`config.mk`:
```
export PLATFORM = sky130hd
export DESIGN_NAME = clamp_region_gen
export DESIGN_NICKNAME = d
export VERILOG_FILES = /design/src/rtl/clamp_pkg.sv /design/src/rtl/clp_edge_det.sv /design/src/rtl/clp_counters.sv /design/src/rtl/clp_region_mask.sv /design/src/rtl/clamp_region_gen.sv
export SDC_FILE = /design/constraint.sdc
export NUM_CORES = 1
export LEC_CHECK = 0
export BUFFER_PORTS_ARGS = -buffer_cell sky130_fd_sc_hd__buf_4
export CORE_MARGIN = 1.5
export CORE_UTILIZATION = 57
export DETAILED_ROUTE_END_ITERATION = 7
export MAX_ROUTING_LAYER = met4
export PLACE_DENSITY_LB_ADDON = 0.15
export SETUP_SLACK_MARGIN = 0.02
export SLEW_MARGIN = 20
export SYNTH_ARGS = -nofsm -noshare
export SYNTH_HDL_FRONTEND = slang
export SYNTH_SLANG_ARGS = --single-unit
```
`constraint.sdc`:
```
create_clock -name clk -period 2.9 [get_ports clk]
set_input_delay 0.58 -clock clk [delete_from_list [all_inputs] [get_ports clk]]
set_output_delay 0.58 -clock clk [all_outputs]
set_load 0.02 [all_outputs]
```
`src/rtl/clamp_pkg.sv`:
```
package clamp_pkg;

    parameter int PIX_W   = 12;
    parameter int LINE_W  = 12;
    parameter int CNT_W   = 3;
    parameter int N_REG   = 5;

    localparam int N_START  = N_REG - 1;
    localparam int REG_W    = $clog2(N_REG);
    localparam int NUM_SYNC = 2;

    typedef logic [PIX_W-1:0]  pix_t;
    typedef logic [LINE_W-1:0] line_t;
    typedef logic [REG_W-1:0]  reg_idx_t;

    typedef enum int {
        SYNC_VD = 0,
        SYNC_HD = 1
    } sync_e;

    typedef struct packed {
        logic [CNT_W-1:0]     cnt;
        pix_t                 tog_on;
        pix_t                 tog_off;
        line_t [N_START-1:0]  start;
        logic [N_REG-1:0]     en;
        logic                 all_on;
    } clamp_cfg_t;

    function automatic pix_t pix_inc(pix_t p);
        return (&p) ? p : p + 1'b1;
    endfunction

    function automatic line_t line_inc(line_t l);
        return (&l) ? l : l + 1'b1;
    endfunction

    function automatic reg_idx_t region_of(line_t ln, line_t [N_START-1:0] st);
        reg_idx_t r;
        r = '0;
        for (int i = 0; i < N_START; i++) begin
            if (ln >= st[i]) r = reg_idx_t'(i + 1);
        end
        return r;
    endfunction

    function automatic logic in_window(pix_t p, pix_t on, pix_t off);
        return (p >= on) && (p < off);
    endfunction

endpackage

```
`src/rtl/clp_edge_det.sv`:
```
module clp_edge_det (
    input  logic clk,
    input  logic rst,
    input  logic sig_i,
    output logic fall_o
);
    logic sig_q;

    always_ff @(posedge clk) begin
        if (rst) sig_q <= 1'b1;
        else     sig_q <= sig_i;
    end

    assign fall_o = sig_q & ~sig_i;
endmodule

```
`src/rtl/clp_counters.sv`:
```
module clp_counters
    import clamp_pkg::*;
(
    input  logic  clk,
    input  logic  rst,
    input  logic  hd_fall_i,
    input  logic  vd_fall_i,
    output pix_t  pix_o,
    output line_t line_o
);
    always_ff @(posedge clk) begin
        if (rst) begin
            pix_o  <= '0;
            line_o <= '0;
        end else begin
            if (hd_fall_i) pix_o <= '0;
            else           pix_o <= pix_inc(pix_o);

            if (vd_fall_i)      line_o <= '0;
            else if (hd_fall_i) line_o <= line_inc(line_o);
        end
    end
endmodule

```
`src/rtl/clp_region_mask.sv`:
```
module clp_region_mask
    import clamp_pkg::*;
(
    input  logic       clk,
    input  logic       rst,
    input  line_t      line_i,
    input  logic       line_evt_i,
    input  clamp_cfg_t cfg_i,
    output logic       raw_o,
    output logic       eff_o
);
    reg_idx_t region;
    logic     prev_mask;

    always_comb begin
        region = region_of(line_i, cfg_i.start);
        raw_o  = !cfg_i.all_on && !cfg_i.en[region];
    end

    always_ff @(posedge clk) begin
        if (rst)             prev_mask <= 1'b0;
        else if (line_evt_i) prev_mask <= raw_o;
    end

    assign eff_o = raw_o | prev_mask;
endmodule

```
`src/rtl/clamp_region_gen.sv`:
```
module clamp_region_gen
    import clamp_pkg::*;
(
    input  logic                      clk,
    input  logic                      rst,
    input  logic                      hd_i,
    input  logic                      vd_i,
    input  logic [CNT_W-1:0]          clp_cnt_i,
    input  logic [PIX_W-1:0]          tog_on_i,
    input  logic [PIX_W-1:0]          tog_off_i,
    input  logic [N_START*LINE_W-1:0] start_i,
    input  logic [N_REG-1:0]          en_i,
    input  logic                      all_on_i,
    output logic                      clp_o
);
    logic [NUM_SYNC-1:0] sync_in;
    logic [NUM_SYNC-1:0] sync_fall;
    logic                hd_fall;
    logic                vd_fall;
    pix_t                pix_cnt;
    line_t               line_cnt;
    clamp_cfg_t          cfg_in;
    clamp_cfg_t          shd;
    logic                mask_raw;
    logic                mask_eff;

    assign sync_in[SYNC_VD] = vd_i;
    assign sync_in[SYNC_HD] = hd_i;

    for (genvar g = 0; g < NUM_SYNC; g++) begin : g_sync
        clp_edge_det u_edge (
            .clk    (clk),
            .rst    (rst),
            .sig_i  (sync_in[g]),
            .fall_o (sync_fall[g])
        );
    end

    assign hd_fall = sync_fall[SYNC_HD];
    assign vd_fall = sync_fall[SYNC_VD];

    clp_counters u_cnt (
        .clk       (clk),
        .rst       (rst),
        .hd_fall_i (hd_fall),
        .vd_fall_i (vd_fall),
        .pix_o     (pix_cnt),
        .line_o    (line_cnt)
    );

    always_comb begin
        cfg_in.cnt     = clp_cnt_i;
        cfg_in.tog_on  = tog_on_i;
        cfg_in.tog_off = tog_off_i;
        cfg_in.start   = start_i;
        cfg_in.en      = en_i;
        cfg_in.all_on  = all_on_i;
    end

    always_ff @(posedge clk) begin
        if (rst)          shd <= '0;
        else if (vd_fall) shd <= cfg_in;
    end

    clp_region_mask u_mask (
        .clk        (clk),
        .rst        (rst),
        .line_i     (line_cnt),
        .line_evt_i (hd_fall | vd_fall),
        .cfg_i      (shd),
        .raw_o      (mask_raw),
        .eff_o      (mask_eff)
    );

    always_ff @(posedge clk) begin
        if (rst) clp_o <= 1'b0;
        else     clp_o <= (shd.cnt != '0) && !mask_eff &&
                          in_window(pix_cnt, shd.tog_on, shd.tog_off);
    end
endmodule

```
Word-level counts from Yosys, hierarchy flattened
Index checks and enable logic that the tools add are counted.
- add/sub/neg operators: 2
- order comparisons: 7
- mux-type cells: 6
- bitwise gates (word level): 7
- reduce and logical (&&, ||, !) cells: 13
- operators by type and width (cell ; number):
    12-bit greater-or-equal comparator ; 5
    12-bit by 1-bit adder with 12-bit output (second input constant) ; 2
    12-bit AND reduction ; 2
    12-bit less-than comparator ; 1
    1-bit logical AND ; 4
    3-bit by 4-bit less-than comparator with 1-bit output (second input constant) ; 1
    2-bit 2-to-1 mux ; 2
    2-bit OR reduction ; 2
    1-bit binary-select mux with 3-bit select ; 1
    1-bit logical NOT ; 3
    3-bit 2-to-1 mux ; 1
    1-bit NOT ; 3
    3-bit nonzero test ; 1
    1-bit bitwise AND ; 2
    1-bit 2-to-1 mux ; 2
    1-bit bitwise OR ; 2
    2-bit AND reduction ; 1
- register bits after elaboration: 109
- word-level logic and storage cells: 50

Logic depth before layout (Yosys ltp)
Gate-level depths: netlist of run 1.
- depth in word-level cells: 13
- mapped depth: 9
- gate-level depth less buffers: 9

By module
A second synthesis of run 1 with hierarchy kept.
- cells, all modules: 674
- area, all modules: 6108.4 um^2
- modules (own cells, without submodules) (module ; instances ; cells an instance ; area an instance (um^2)):
    clamp_region_gen ; 1 ; 344 ; 3447.1
    clp_region_mask ; 1 ; 189 ; 1396.3
    clp_counters ; 1 ; 135 ; 1194.9
    clp_edge_det ; 2 ; 3 ; 35.0

Worst setup path before layout of run 1
Ideal clock, no wire load.
- path kind: register to register
- start: register u_cnt.line_o[0]
- end: register clp_o
- arrival: 2.520 ns
- setup slack: 0.277 ns
- cell stages (with the launch flop): 10
- buffers on the path: 0
- clock period less this slack: 2.623 ns
- cells stage by stage: dfxtp_1 > inv_1 > ha_1 > nand2b_4 > a2111oi_4 > nor4_1 > or4_4 > or3_1 > a22o_1 > a2111oi_2
- word-level cells in the longest chain between the ends: 13
- RTL lines (what ; RTL line ; source):
    start, declared ; clp_counters.sv:9 ; output line_t line_o
    start signal, assigned ; clp_counters.sv:20 ; else if (hd_fall_i) line_o <= line_inc(line_o);
    12-bit greater-or-equal comparator ; clamp_pkg.sv:42 ; if (ln >= st[i]) r = reg_idx_t'(i + 1);
    1-bit 2-to-1 mux ; clamp_pkg.sv:42 ;
    2-bit 2-to-1 mux (2 in a row) ; clamp_pkg.sv:42 ;
    3-bit 2-to-1 mux (*) ; clamp_pkg.sv:42 ;
    1-bit binary-select mux with 3-bit select (*) ; clp_region_mask.sv:17 ; raw_o = !cfg_i.all_on && !cfg_i.en[region];
    1-bit 2-to-1 mux (implied by the code) (*) ; clp_region_mask.sv:17 ;
    1-bit logical NOT (*) ; clp_region_mask.sv:17 ;
    1-bit logical AND (*) ; clp_region_mask.sv:17 ;
    1-bit bitwise OR (*) ; clp_region_mask.sv:25 ; assign eff_o = raw_o | prev_mask;
    1-bit logical NOT (*) ; clamp_region_gen.sv:77 ; else clp_o <= (shd.cnt != '0) && !mask_eff &&
    1-bit logical AND (*) (2 in a row) ; clamp_region_gen.sv:77 ;
    end signal, assigned ; clamp_region_gen.sv:77 ;
    end, declared ; clamp_region_gen.sv:14 ; output logic clp_o
Mark *: on every way between the ends. The rest lies on a longest branch, timed or not. The select of a mux whose other input is x is not followed.
A chain may end at the register's enable or synchronous reset.

Worst setup path after layout of run 1
Ends and elaborated chain as after synthesis.

==> results of run 1 <==
flip-flops by register name, summed over array words and instances, names as in the netlist:
signal / count
shd: 81
clp_o: 1
u_cnt.pix_o: 12
u_mask.prev_mask: 1
u_cnt.line_o: 12
g_sync.u_edge.sig_q: 2
area by class of cell:
cell class              count  area [um2]
well taps                 133       166.4
multi-input cells         517        3188
fillers                   864        3045
inverters                  72       270.3
flip-flops and latches    109        2182
clock buffers              13       168.9
repair buffers             97       728.2
clock inverters             3       25.02
kinds of logic (layout without fill, tap and decap cells):
group	after synthesis	count (layout)	synth area share [%]
compound gates	145	145	14.80
xor+xnor	18	18	2.747
fa+ha+maj	73	73	15.91
buf+inv	101	185	6.606
flops	109	109	38.02
mux	4	4	0.6977
simple gates	277	277	21.21
placed cells by master, fill, tap and decap left out, types with 8 or more instances in the layout:
cell type / count
nor2_1: 33
nor3_1: 8
xor2_1: 9
o21ai_0: 9
a21o_1: 10
a21oi_1: 102
ha_1: 73
clkbuf_8: 12
nand2_1: 177
inv_1: 72
nand3_1: 9
xnor2_1: 9
dfxtp_1: 109
nand4_1: 16
buf_4: 97
path summary, 6_finish.rpt:
path | start | to
worst max-delay path | u_cnt.line_o[0]$_SDFFE_PP0P_ | clp_o$_SDFF_PP0_
worst min-delay path | hd_i | g_sync[1].u_edge.sig_q$_SDFF_PP1_
worst max register to register | u_cnt.line_o[0]$_SDFFE_PP0P_ | clp_o$_SDFF_PP0_
worst min register to register | shd[59]$_SDFFE_PP0P_ | shd[59]$_SDFFE_PP0P_
routing by layer:
layer | wire length [um] | GRT usage [%]
met2 | 6993 | 50.43
met3 | 417 | 3.696
met1 | 5477 | 29.10
met5 | 0 | -
met4 | 462 | 13.62
power groups by stage:
stage / clock, mW / sequential, mW / combinational (mW)
floorplan: 0 / 1.63 / 0.279
global placement: 0 / 1.64 / 0.435
detailed placement: 0 / 1.64 / 0.452
CTS: 0.931 / 1.61 / 0.453
global route: 0.978 / 1.62 / 0.508
finish: 0.909 / 1.61 / 0.448
==> summary.txt, run 1 <==
Status
  – Outcome: finished clean

Routing
  – Vias per cell: 5.337
  – WL final: 13350 um
  – Avg WL per Cell: 14.14 um
  – Drc violations: 0
  – Total number of vias: 5038
  – Initial DRC count: 146
  – DRT antenna net count: 0
  – Drt first pass iters: 4

Timing
  – Min cycle time layout: 2.751 ns
  – RSZ-0062 raised after global routing: no
  – Count of pins over their slew limit: 0
  – Clock skew: 0.007493 ns
  – Final worst-path cycle share: 94.88%
  – # setup viols final: 0
  – Fin. Hold Viols: 0
  – Setup WS post-layout: 0.1486 ns
  – Setup TNS Final: 0 ns
  – Achievable Freq: 363.4 MHz
  – WHS: 0.3996 ns
  – Worst Max-Slew Pin Slew: 0.5409 ns
  – Slew headroom: 63.47%

CTS
  – Gates resized, CTS repair: 0
  – # clock sinks: 109
  – Root Buffer: clkbuf_8
  – Worst-Skew Late Latency: 0.37 ns
  – H-tree depth: 3
  – Post CTS Setup Buffer Count: 0
  – Hold buffers post-CTS: 0
  – Inserted Clock Buffers: 9
  – CTS tree: done
  – Clk pin slew, worst setup/hold paths: 0.10 ns
  – CTS Buffer Depth: 2

Final layout
  – Util after Layout: 68.84%
  – Non-filler cells, final: 944
  – Antenna diodes: 0
  – Final Instance Area: 0.006729 mm2
  – Layout Nets: 964
  – Synth-to-Final Area Change: 17.24%
  – Share of cells above drive strength 1: 14.92%

Placement
  – Port bufs: 85
  – Cell count after placement: 928
  – Routability cong.: 0.9467
  – DP Area: 0.006535 mm2
  – Place WS: 0.1515 ns
  – Dpl hpwl: 10220 um

Floorplan
  – Core footprint: 0.009774 mm2
  – Die Wd: 103.3 um
  – # rows: 36
  – Initial core utilization: 58.72%
  – Io pins: 86
  – Die Ht: 103.3 um
  – Die ar.: 0.01068 mm2

Synth
  – Syn_nets: 885
  – Syn_area_per_cell: 7.894 um2
  – Synth top area cells: dfxtp_1, ha_1, nand2_1
  – Ys async rst share: 0%
  – Area share of the largest cell type after synthesis: 38.02%
  – Synth warn: 0
  – Sequential share of the synthesized area: 38.02%
  – Synth Register Bits: 109
  – Main synth FF type: dfxtp_1
  – Syn Inst Count: 727
  – Top-count cell post-synth: nand2_1
  – Synth area leader: dfxtp_1
  – Post-synth top cells: nand2_1, dfxtp_1, a21oi_1
  – Post-synth cell types: 40
  – Synthesized area: 0.005739 mm2
  – Number of flops mapped to enable cells by yosys: 0

Pwr
  – Logic pwr share: 15.1%
  – Sw Share: 26.73%
  – Peak VDD IR: 259.1 uV
  – Sequential power share: 54.2%
  – Leakage: 2.902 nW
  – Sw power: 0.7921 mW
  – Clk network pwr share: 30.7%
  – Power Internal: 2.171 mW
  – Power Total: 2.963 mW
  – Pwr/cell area: 440.3 mW/mm2

Worst setup path
  – Crit end category: flip-flop
  – Crit-path cells: inv_1 > ha_1 > nand2b_4 > a2111oi_4 > nor4_1 > or4_4 > or3_1 > a22o_1 > a2111oi_2
  – Cell with the largest stage delay on the worst path: or4_4
  – Crit Path Class: reg2reg
  – Buf/Inv on CP: 1
  – Family with the most delay on the worst path: simple AND/OR/NAND/NOR gates
  – Data required, critical path: 3.18 ns
  – CP startpoint kind: flip-flop
  – Stages on the worst setup path: 9
  – CP Max Fanout: 3
  – Worst R2R Setup Slack: 0.15 ns
  – Critical Path Max Stage Delay: 0.43 ns
  – Reg2reg path depth: 9
  – Worst path arrival time: 3.03 ns

Min path
  – Hold crit path type: in2reg
  – Hold path cells: 2

GRT
  – Vias in the first global route: 4868
  – Largest net degree at the start of global routing: 49
  – Global-route wire length before repair: 22000 um
  – Number of antenna violations at the first check in global routing: 0
  – GRT Total Usage: 27.59%
  – GR Overflow Total: 0

Flow run
  – Max Cap Viol: 0
(Power assumes the default switching activity.)
==> inputs of run 2 (changes only) <==
--- a/config.mk
+++ b/config.mk
@@ -5,9 +5,10 @@
 export SDC_FILE = /design/constraint.sdc
 export NUM_CORES = 1
 export LEC_CHECK = 0
+export ABC_AREA = 1
 export BUFFER_PORTS_ARGS = -buffer_cell sky130_fd_sc_hd__buf_4
 export CORE_MARGIN = 1.5
-export CORE_UTILIZATION = 57
+export CORE_UTILIZATION = 58
 export DETAILED_ROUTE_END_ITERATION = 7
 export MAX_ROUTING_LAYER = met4
 export PLACE_DENSITY_LB_ADDON = 0.15
==> run 2 against run 1 <==
Compared with the run above: non-clock buffer count decreased by 8; hold slack improved by 0.0064 ns; flip-flop and latch count unchanged; register-to-register slack improved by 0.82 ns; synthesized cell count increased by 9.6%; die area increased by 1.5%; combinational power increased by 13%; area after synthesis increased by 3.3%; sequential share of layout area decreased by 0.56 points; sequential power about the same; via count increased by 5.6%; power increased by 0.70%; critical endpoint is now u_mask.prev_mask$_SDFFE_PP0P_; largest cell class unchanged.
==> summary.txt, run 2 <==
GRT
  – Number of antenna violations at the first check in global routing: 0 (unchanged)
  – Largest net degree at the start of global routing: 97 (was 49)
  – GRT Total Usage: 26.98% (was 27.59%)
  – Vias in the first global route: 5102 (was 4868)
  – GR Overflow Total: 0 (unchanged)
  – Global-route wire length before repair: 23200 um (was 22000 um)

Routing
  – Avg WL per Cell: 13.70 um (was 14.14 um)
  – Total number of vias: 5320 (was 5038)
  – DRT antenna net count: 0 (unchanged)
  – Drc violations: 0 (unchanged)
  – WL final: 13820 um (was 13350 um)
  – Initial DRC count: 213 (was 146)
  – Vias per cell: 5.273 (was 5.337)
  – Wire length on met1: 5927 um (was 5477 um)
  – DR top layer: met4 (unchanged)
  – Routed length on met2: 7001 um (was 6993 um)
  – WL met3: 527 um (was 417 um)
  – Drt first pass iters: 5 (was 4)

Synth
  – Main synth FF type: dfxtp_1 (unchanged)
  – Synth warn: 0 (unchanged)
  – Synthesized area: 0.005931 mm2 (was 0.005739 mm2)
  – Syn Inst Count: 797 (was 727)
  – Top-count cell post-synth: inv_1 (was nand2_1)
  – Post-synth cell types: 37 (was 40)
  – Syn_area_per_cell: 7.441 um2 (was 7.894 um2)
  – Synth area leader: dfxtp_1 (unchanged)
  – Sequential share of the synthesized area: 36.79% (was 38.02%)
  – Syn_nets: 955 (was 885)
  – Post-synth top cells: inv_1, a21oi_1, nand2_1 (was nand2_1, dfxtp_1, a21oi_1)
  – Synth Register Bits: 109 (unchanged)
  – Area share of the largest cell type after synthesis: 36.79% (was 38.02%)
  – Ys async rst share: 0% (unchanged)
  – Synth top area cells: dfxtp_1, ha_1, a21oi_1 (was dfxtp_1, ha_1, nand2_1)
  – Number of flops mapped to enable cells by yosys: 0 (unchanged)

Worst setup path
  – Crit Path Class: reg2reg (unchanged)
  – CP startpoint kind: flip-flop (unchanged)
  – Family with the most delay on the worst path: compound AO/OA/AOI/OAI gates (was simple AND/OR/NAND/NOR gates)
  – Critical Path Max Stage Delay: 0.52 ns (was 0.43 ns)
  – CP dominant cell by count: nand2_1
  – Data required, critical path: 3.20 ns (was 3.18 ns)
  – Buf/Inv on CP: 0 (was 1)
  – Worst path arrival time: 2.23 ns (was 3.03 ns)
  – Cell with the largest stage delay on the worst path: dfxtp_1 (was or4_4)
  – Crit end category: flip-flop (unchanged)
  – Worst R2R Setup Slack: 0.97 ns (was 0.15 ns)
  – Crit-path cells: ha_1 > a21oi_1 > o21ai_0 > nor2_1 > nand2_1 > a21oi_1 > nand2_1 > nand2_1 > nand2_1 > a21oi_1 (was inv_1 > ha_1 > nand2b_4 > a2111oi_4 > nor4_1 > or4_4 > or3_1 > a22o_1 > a2111oi_2)
  – CP Max Fanout: 6 (was 3)

Final layout
  – Commonest non-fill, non-tap cell in the layout: inv_1 (was nand2_1)
  – Layout Nets: 1029 (was 964)
  – Largest register by flop count: shd (unchanged)
  – Top flop regs: shd (81), u_cnt.line_o (12), u_cnt.pix_o (12) (unchanged)
  – Max FFs per register: 81 (unchanged)
  – Share of cells above drive strength 1: 14.38% (was 14.92%)
  – Util after Layout: 69.41% (was 68.84%)
  – Fillers: 887 (was 864)
  – Synth-to-Final Area Change: 15.44% (was 17.24%)
  – Most frequent cells in the layout: inv_1, a21oi_1, nand2_1, dfxtp_1, o21ai_0 (was nand2_1, dfxtp_1, a21oi_1, buf_4, ha_1)
  – Antenna diodes: 0 (unchanged)

Timing
  – # setup viols final: 0 (unchanged)
  – RSZ-0062 raised after global routing: no (unchanged)
  – Clock skew: 0.007113 ns (was 0.007493 ns)
  – Final worst-path cycle share: 66.59% (was 94.88%)
  – Slew headroom: 47.66% (was 63.47%)
  – Count of pins over their slew limit: 0 (unchanged)
  – Worst Max-Slew Pin Slew: 0.7852 ns (was 0.5409 ns)
  – Fin. Hold Viols: 0 (unchanged)
  – Setup TNS Final: 0 ns (unchanged)
  – WHS: 0.4060 ns (was 0.3996 ns)
  – Min cycle time layout: 1.931 ns (was 2.751 ns)
  – Achievable Freq: 517.9 MHz (was 363.4 MHz)
  – Setup WS post-layout: 0.9690 ns (was 0.1486 ns)

Floorplan
  – Die Ht: 104.1 um (was 103.3 um)
  – Die ar.: 0.01084 mm2 (was 0.01068 mm2)
  – Die Wd: 104.1 um (was 103.3 um)
  – Initial core utilization: 60.12% (was 58.72%)
  – Io pins: 86 (unchanged)
  – Core footprint: 0.009864 mm2 (was 0.009774 mm2)
  – # rows: 36 (unchanged)

Pwr
  – Peak VDD IR: 216.2 uV (was 259.1 uV)
  – Pwr/cell area: 435.8 mW/mm2 (was 440.3 mW/mm2)
  – Leakage: 3.252 nW (was 2.902 nW)
  – Power Total: 2.984 mW (was 2.963 mW)

CTS
  – Root Buffer: clkbuf_8 (unchanged)
  – CTS tree: done (unchanged)
  – H-tree depth: 3 (unchanged)
  – # clock sinks: 109 (unchanged)
  – Inserted Clock Buffers: 9 (unchanged)
  – Clk pin slew, worst setup/hold paths: 0.10 ns (about the same)
  – Post CTS Setup Buffer Count: 0 (unchanged)
  – Worst-Skew Late Latency: 0.37 ns (about the same)
  – CTS Buffer Depth: 2 (unchanged)
  – Hold buffers post-CTS: 0 (unchanged)
  – Gates resized, CTS repair: 0 (unchanged)

Placement
  – Dpl hpwl: 10730 um (was 10220 um)
  – Routability cong.: 0.9522 (was 0.9467)
  – Port bufs: 85 (unchanged)
  – Place WS: 0.9568 ns (was 0.1515 ns)

Status
  – Outcome: finished clean (unchanged)

Min path
  – Hold crit path type: in2reg (unchanged)

Flow run
  – Max Cap Viol: 0 (unchanged)
## run 2: kinds of logic (layout without fill, tap and decap cells)
group,after synthesis,after routing,synth area share (%)
fa+ha+maj,73,73,15.40
buf+inv,166,245,10.61
compound gates,224,224,19.18
xor+xnor,9,9,1.329
flops,109,109,36.79
simple gates,216,216,16.69
## run 2: where the power goes
part,internal [mW],total (mW),switching [mW]
Combinational,0.213,0.507,0.294
Sequential,1.59,1.62,0.0326
Clock,0.322,0.855,0.534
## run 2: path summary, 6_finish.rpt
check / endpoint / cells after the start / startpoint
max: u_mask.prev_mask$_SDFFE_PP0P_ / 10 / u_cnt.line_o[11]$_SDFFE_PP0P_
max reg2reg: u_mask.prev_mask$_SDFFE_PP0P_ / 10 / u_cnt.line_o[11]$_SDFFE_PP0P_
min: g_sync[1].u_edge.sig_q$_SDFF_PP1_ / 3 / hd_i
min reg2reg: shd[54]$_SDFFE_PP0P_ / 2 / shd[54]$_SDFFE_PP0P_
## run 2: layout make-up
cell class	instances	area (um2)	area share, %
clock inverter	6	45.04	0.6579
timing repair buffer	89	668.1	9.759
tap	133	166.4	2.431
inverter	140	530.5	7.749
multi-input combinational	522	3127	45.67
sequential	109	2182	31.87
clock buffer	10	127.6	1.864
## run 2: worst reg2reg max path: cells and delay by family (launching register included)
kind / cells / cell delay [ns]
AO/OA/AOI/OAI: 4 / 0.56
adder cells (fa/ha/maj): 1 / 0.33
flip-flops: 1 / 0.52
AND/OR/NAND/NOR: 5 / 0.45
## run 2: per-layer routing
metal	vias to the layer above	GRT usage [%]
met5	-	-
met4	0	11.51
met3	38	3.070
met2	119	47.45
met1	2396	31.12
li1	2767	-
## run 2: through the flow
stage	instances	cell area [um2]
after floorplan	797	5931
after global placement	993	6674
after detailed placement	993	6674
after CTS	1009	6847
after global routing	1009	6847
final	1009	6847
==> inputs of run 3 (changes only) <==
==> constraint.sdc (replaced) <==
create_clock -name clk -period 1.8 [get_ports clk]
set_input_delay 0.36 -clock clk [delete_from_list [all_inputs] [get_ports clk]]
set_output_delay 0.36 -clock clk [all_outputs]
set_load 0.02 [all_outputs]
==> run 3 against run 2 <==
Compared with the run above: critical path depth decreased by 2; sequential power increased by 61%; final area increased by 9.6%; via count increased by 4.0%; clock-buffer cell count increased by 1; cell count increased by 2.6%; hold slack got worse by 0.24 ns; non-clock buffer count increased by 26.
==> summary.txt, run 3 (synthesis results as in run 2) <==
Final layout
  – Max FFs per register: 81 (unchanged)
  – Largest register by flop count: shd (unchanged)
  – Share of cells above drive strength 1: 23.84% (was 14.38%)
  – Fillers: 736 (was 887)
  – Top flop regs: shd (81), u_cnt.line_o (12), u_cnt.pix_o (12) (unchanged)
  – Antenna diodes: 0 (unchanged)
  – Most frequent cells in the layout: inv_1, buf_4, a21oi_1, nand2_1, o21ai_0 (was inv_1, a21oi_1, nand2_1, dfxtp_1, o21ai_0)
  – Synth-to-Final Area Change: 26.50% (was 15.44%)
  – Commonest non-fill, non-tap cell in the layout: inv_1 (unchanged)
  – Layout Nets: 1055 (was 1029)

Pwr
  – Power Internal: 3.542 mW (was 2.124 mW)
  – Sw power: 1.457 mW (was 0.8602 mW)
  – Power Total: 4.999 mW (was 2.984 mW)
  – Logic pwr share: 18.3% (was 17.0%)
  – Clk network pwr share: 29.6% (was 28.7%)
  – Sequential power share: 52.2% (was 54.4%)
  – Sw Share: 29.15% (was 28.83%)
  – Peak VDD IR: 596.1 uV (was 216.2 uV)
  – Pwr/cell area: 666.3 mW/mm2 (was 435.8 mW/mm2)
  – Leakage: 3.420 nW (was 3.252 nW)

CTS
  – Clk pin slew, worst setup/hold paths: 0.10 ns (about the same)
  – Inserted Clock Buffers: 9 (unchanged)
  – H-tree depth: 3 (unchanged)
  – Hold buffers post-CTS: 0 (unchanged)
  – CTS Buffer Depth: 2 (unchanged)
  – # clock sinks: 109 (unchanged)
  – CTS tree: done (unchanged)
  – Root Buffer: clkbuf_8 (unchanged)
  – Worst-Skew Late Latency: 0.39 ns (was 0.37 ns)

GRT
  – GRT Total Usage: 29.36% (was 26.98%)
  – GR Overflow Total: 0 (unchanged)
  – Vias in the first global route: 5505 (was 5102)
  – Largest net degree at the start of global routing: 60 (was 97)
  – Global-route wire length before repair: 24910 um (was 23200 um)
  – Number of antenna violations at the first check in global routing: 0 (unchanged)

Timing
  – Worst Max-Slew Pin Slew: 0.4479 ns (was 0.7852 ns)
  – Final worst-path cycle share: 96.49% (was 66.59%)
  – Fin. Hold Viols: 0 (unchanged)
  – Setup WS post-layout: 0.06316 ns (was 0.9690 ns)
  – Min cycle time layout: 1.737 ns (was 1.931 ns)
  – Count of pins over their slew limit: 0 (unchanged)
  – # setup viols final: 0 (unchanged)
  – Achievable Freq: 575.8 MHz (was 517.9 MHz)
  – Slew headroom: 70.10% (was 47.66%)
  – Clock skew: 0.008233 ns (was 0.007113 ns)
  – RSZ-0062 raised after global routing: yes (was no)
  – WHS: 0.1666 ns (was 0.4060 ns)

Routing
  – Avg WL per Cell: 14.72 um (was 13.70 um)
  – DR top layer: met4 (unchanged)
  – Routed length on met2: 7629 um (was 7001 um)
  – Wire length on met1: 6581 um (was 5927 um)
  – DRT antenna net count: 0 (unchanged)
  – Drc violations: 0 (unchanged)
  – WL final: 15240 um (was 13820 um)
  – Vias per cell: 5.347 (was 5.273)
  – Initial DRC count: 275 (was 213)
  – Total number of vias: 5534 (was 5320)
  – WL met3: 458 um (was 527 um)
  – Drt first pass iters: 4 (was 5)

Worst setup path
  – Crit end category: flip-flop (unchanged)
  – CP startpoint kind: flip-flop (unchanged)
  – Worst path arrival time: 2.05 ns (was 2.23 ns)
  – Crit Path Class: reg2reg (unchanged)
  – CP Max Fanout: 6 (unchanged)
  – Data required, critical path: 2.12 ns (was 3.20 ns)
  – Reg2reg path depth: 8 (was 10)

Flow run
  – Max Cap Viol: 0 (unchanged)

Floorplan
  – Io pins: 86 (unchanged)
  – Initial core utilization: 60.12% (unchanged)
  – # rows: 36 (unchanged)
  – Die Wd: 104.1 um (unchanged)
  – Die ar.: 0.01084 mm2 (unchanged)
  – Die Ht: 104.1 um (unchanged)
  – Core footprint: 0.009864 mm2 (unchanged)

Min path
  – Hold path cells: 3 (unchanged)
  – Hold crit path type: in2reg (unchanged)

Placement
  – Routability cong.: 0.9637 (was 0.9522)
  – Port bufs: 85 (unchanged)
  – Place WS: -0.05330 ns (was 0.9568 ns)
  – Dpl hpwl: 11410 um (was 10730 um)

Status
  – Outcome: finished clean (unchanged)
[run 3: cell count changes in the layout (fill, tap and decap cells not counted), moves of 4 or more]
cell	previous run	this run
a21oi_1	117	108
dfxtp_2	0	8
dfxtp_1	109	94
nand2_2	4	12
buf_4	89	110
a21oi_2	0	8
buf_12	0	4
nand2_1	113	105
ha_4	0	21
ha_1	73	50
dfxtp_4	0	7
[run 3: timing repair]
item                                    CTS  global route
pin swaps                                 0            22
hold endpoints to repair                  0             0
gates resized for setup                   6            67
endpoints found under the setup margin    5            10
setup buffers                             0             8
[run 3: path summary, 6_finish.rpt]
kind / start / endpoint / slack [ns]
setup / recovery: u_cnt.pix_o[0]$_SDFFE_PP0N_ / u_cnt.pix_o[0]$_SDFFE_PP0N_ / 0.06
hold / removal: hd_i / g_sync[1].u_edge.sig_q$_SDFF_PP1_ / 0.17
setup reg to reg: u_cnt.pix_o[0]$_SDFFE_PP0N_ / u_cnt.pix_o[0]$_SDFFE_PP0N_ / 0.06
hold reg to reg: shd[54]$_SDFFE_PP0P_ / shd[54]$_SDFFE_PP0P_ / 0.45
[run 3: layout make-up]
class                   instances  area, um2  area share (%)
clock buffers                  11      151.4           2.018
clock inverters                 5      43.79          0.5837
inverters                     140      530.5           7.071
multi-input cells             522       3475           46.31
flip-flops and latches        109       2218           29.57
well taps                     133      166.4           2.218
repair buffers                115      917.1           12.22
[run 3: per-layer routing]
layer  up-vias  GRT usage (%)
met3        43          4.449
li1       2812              -
met1      2563          33.35
met5         -              -
met2       116          51.61
met4         0          12.10
[run 3: power groups by stage]
stage / logic (mW) / registers (mW) / clock network (mW)
floorplan: 0.527 / 2.65 / 0
global placement: 0.807 / 2.67 / 0
detailed placement: 0.837 / 2.67 / 0
CTS: 0.842 / 2.61 / 1.50
global route: 1.05 / 2.62 / 1.60
finish: 0.914 / 2.61 / 1.48
[run 3: per-stage QoR]
step                      setup TNS [ns]  utilization, %  area, um2  std cells
after global placement         -0.005014           69.53       6859       1011
after global routing            -0.09482           76.05       7502       1035
after CTS                              0           71.59       7062       1027
after detailed placement        -0.06479           69.53       6859       1011
final                                  0           76.05       7502       1035
after floorplan                        0               -       5931        797
[run 3: critical path: stages (launching register included)]
cell     delay (ns)
dfxtp_2        0.40
ha_2           0.22
nand3_1        0.13
inv_1          0.09
nand4_1        0.18
nor4_4         0.26
buf_4          0.19
nand2_1        0.06
a21oi_1        0.14
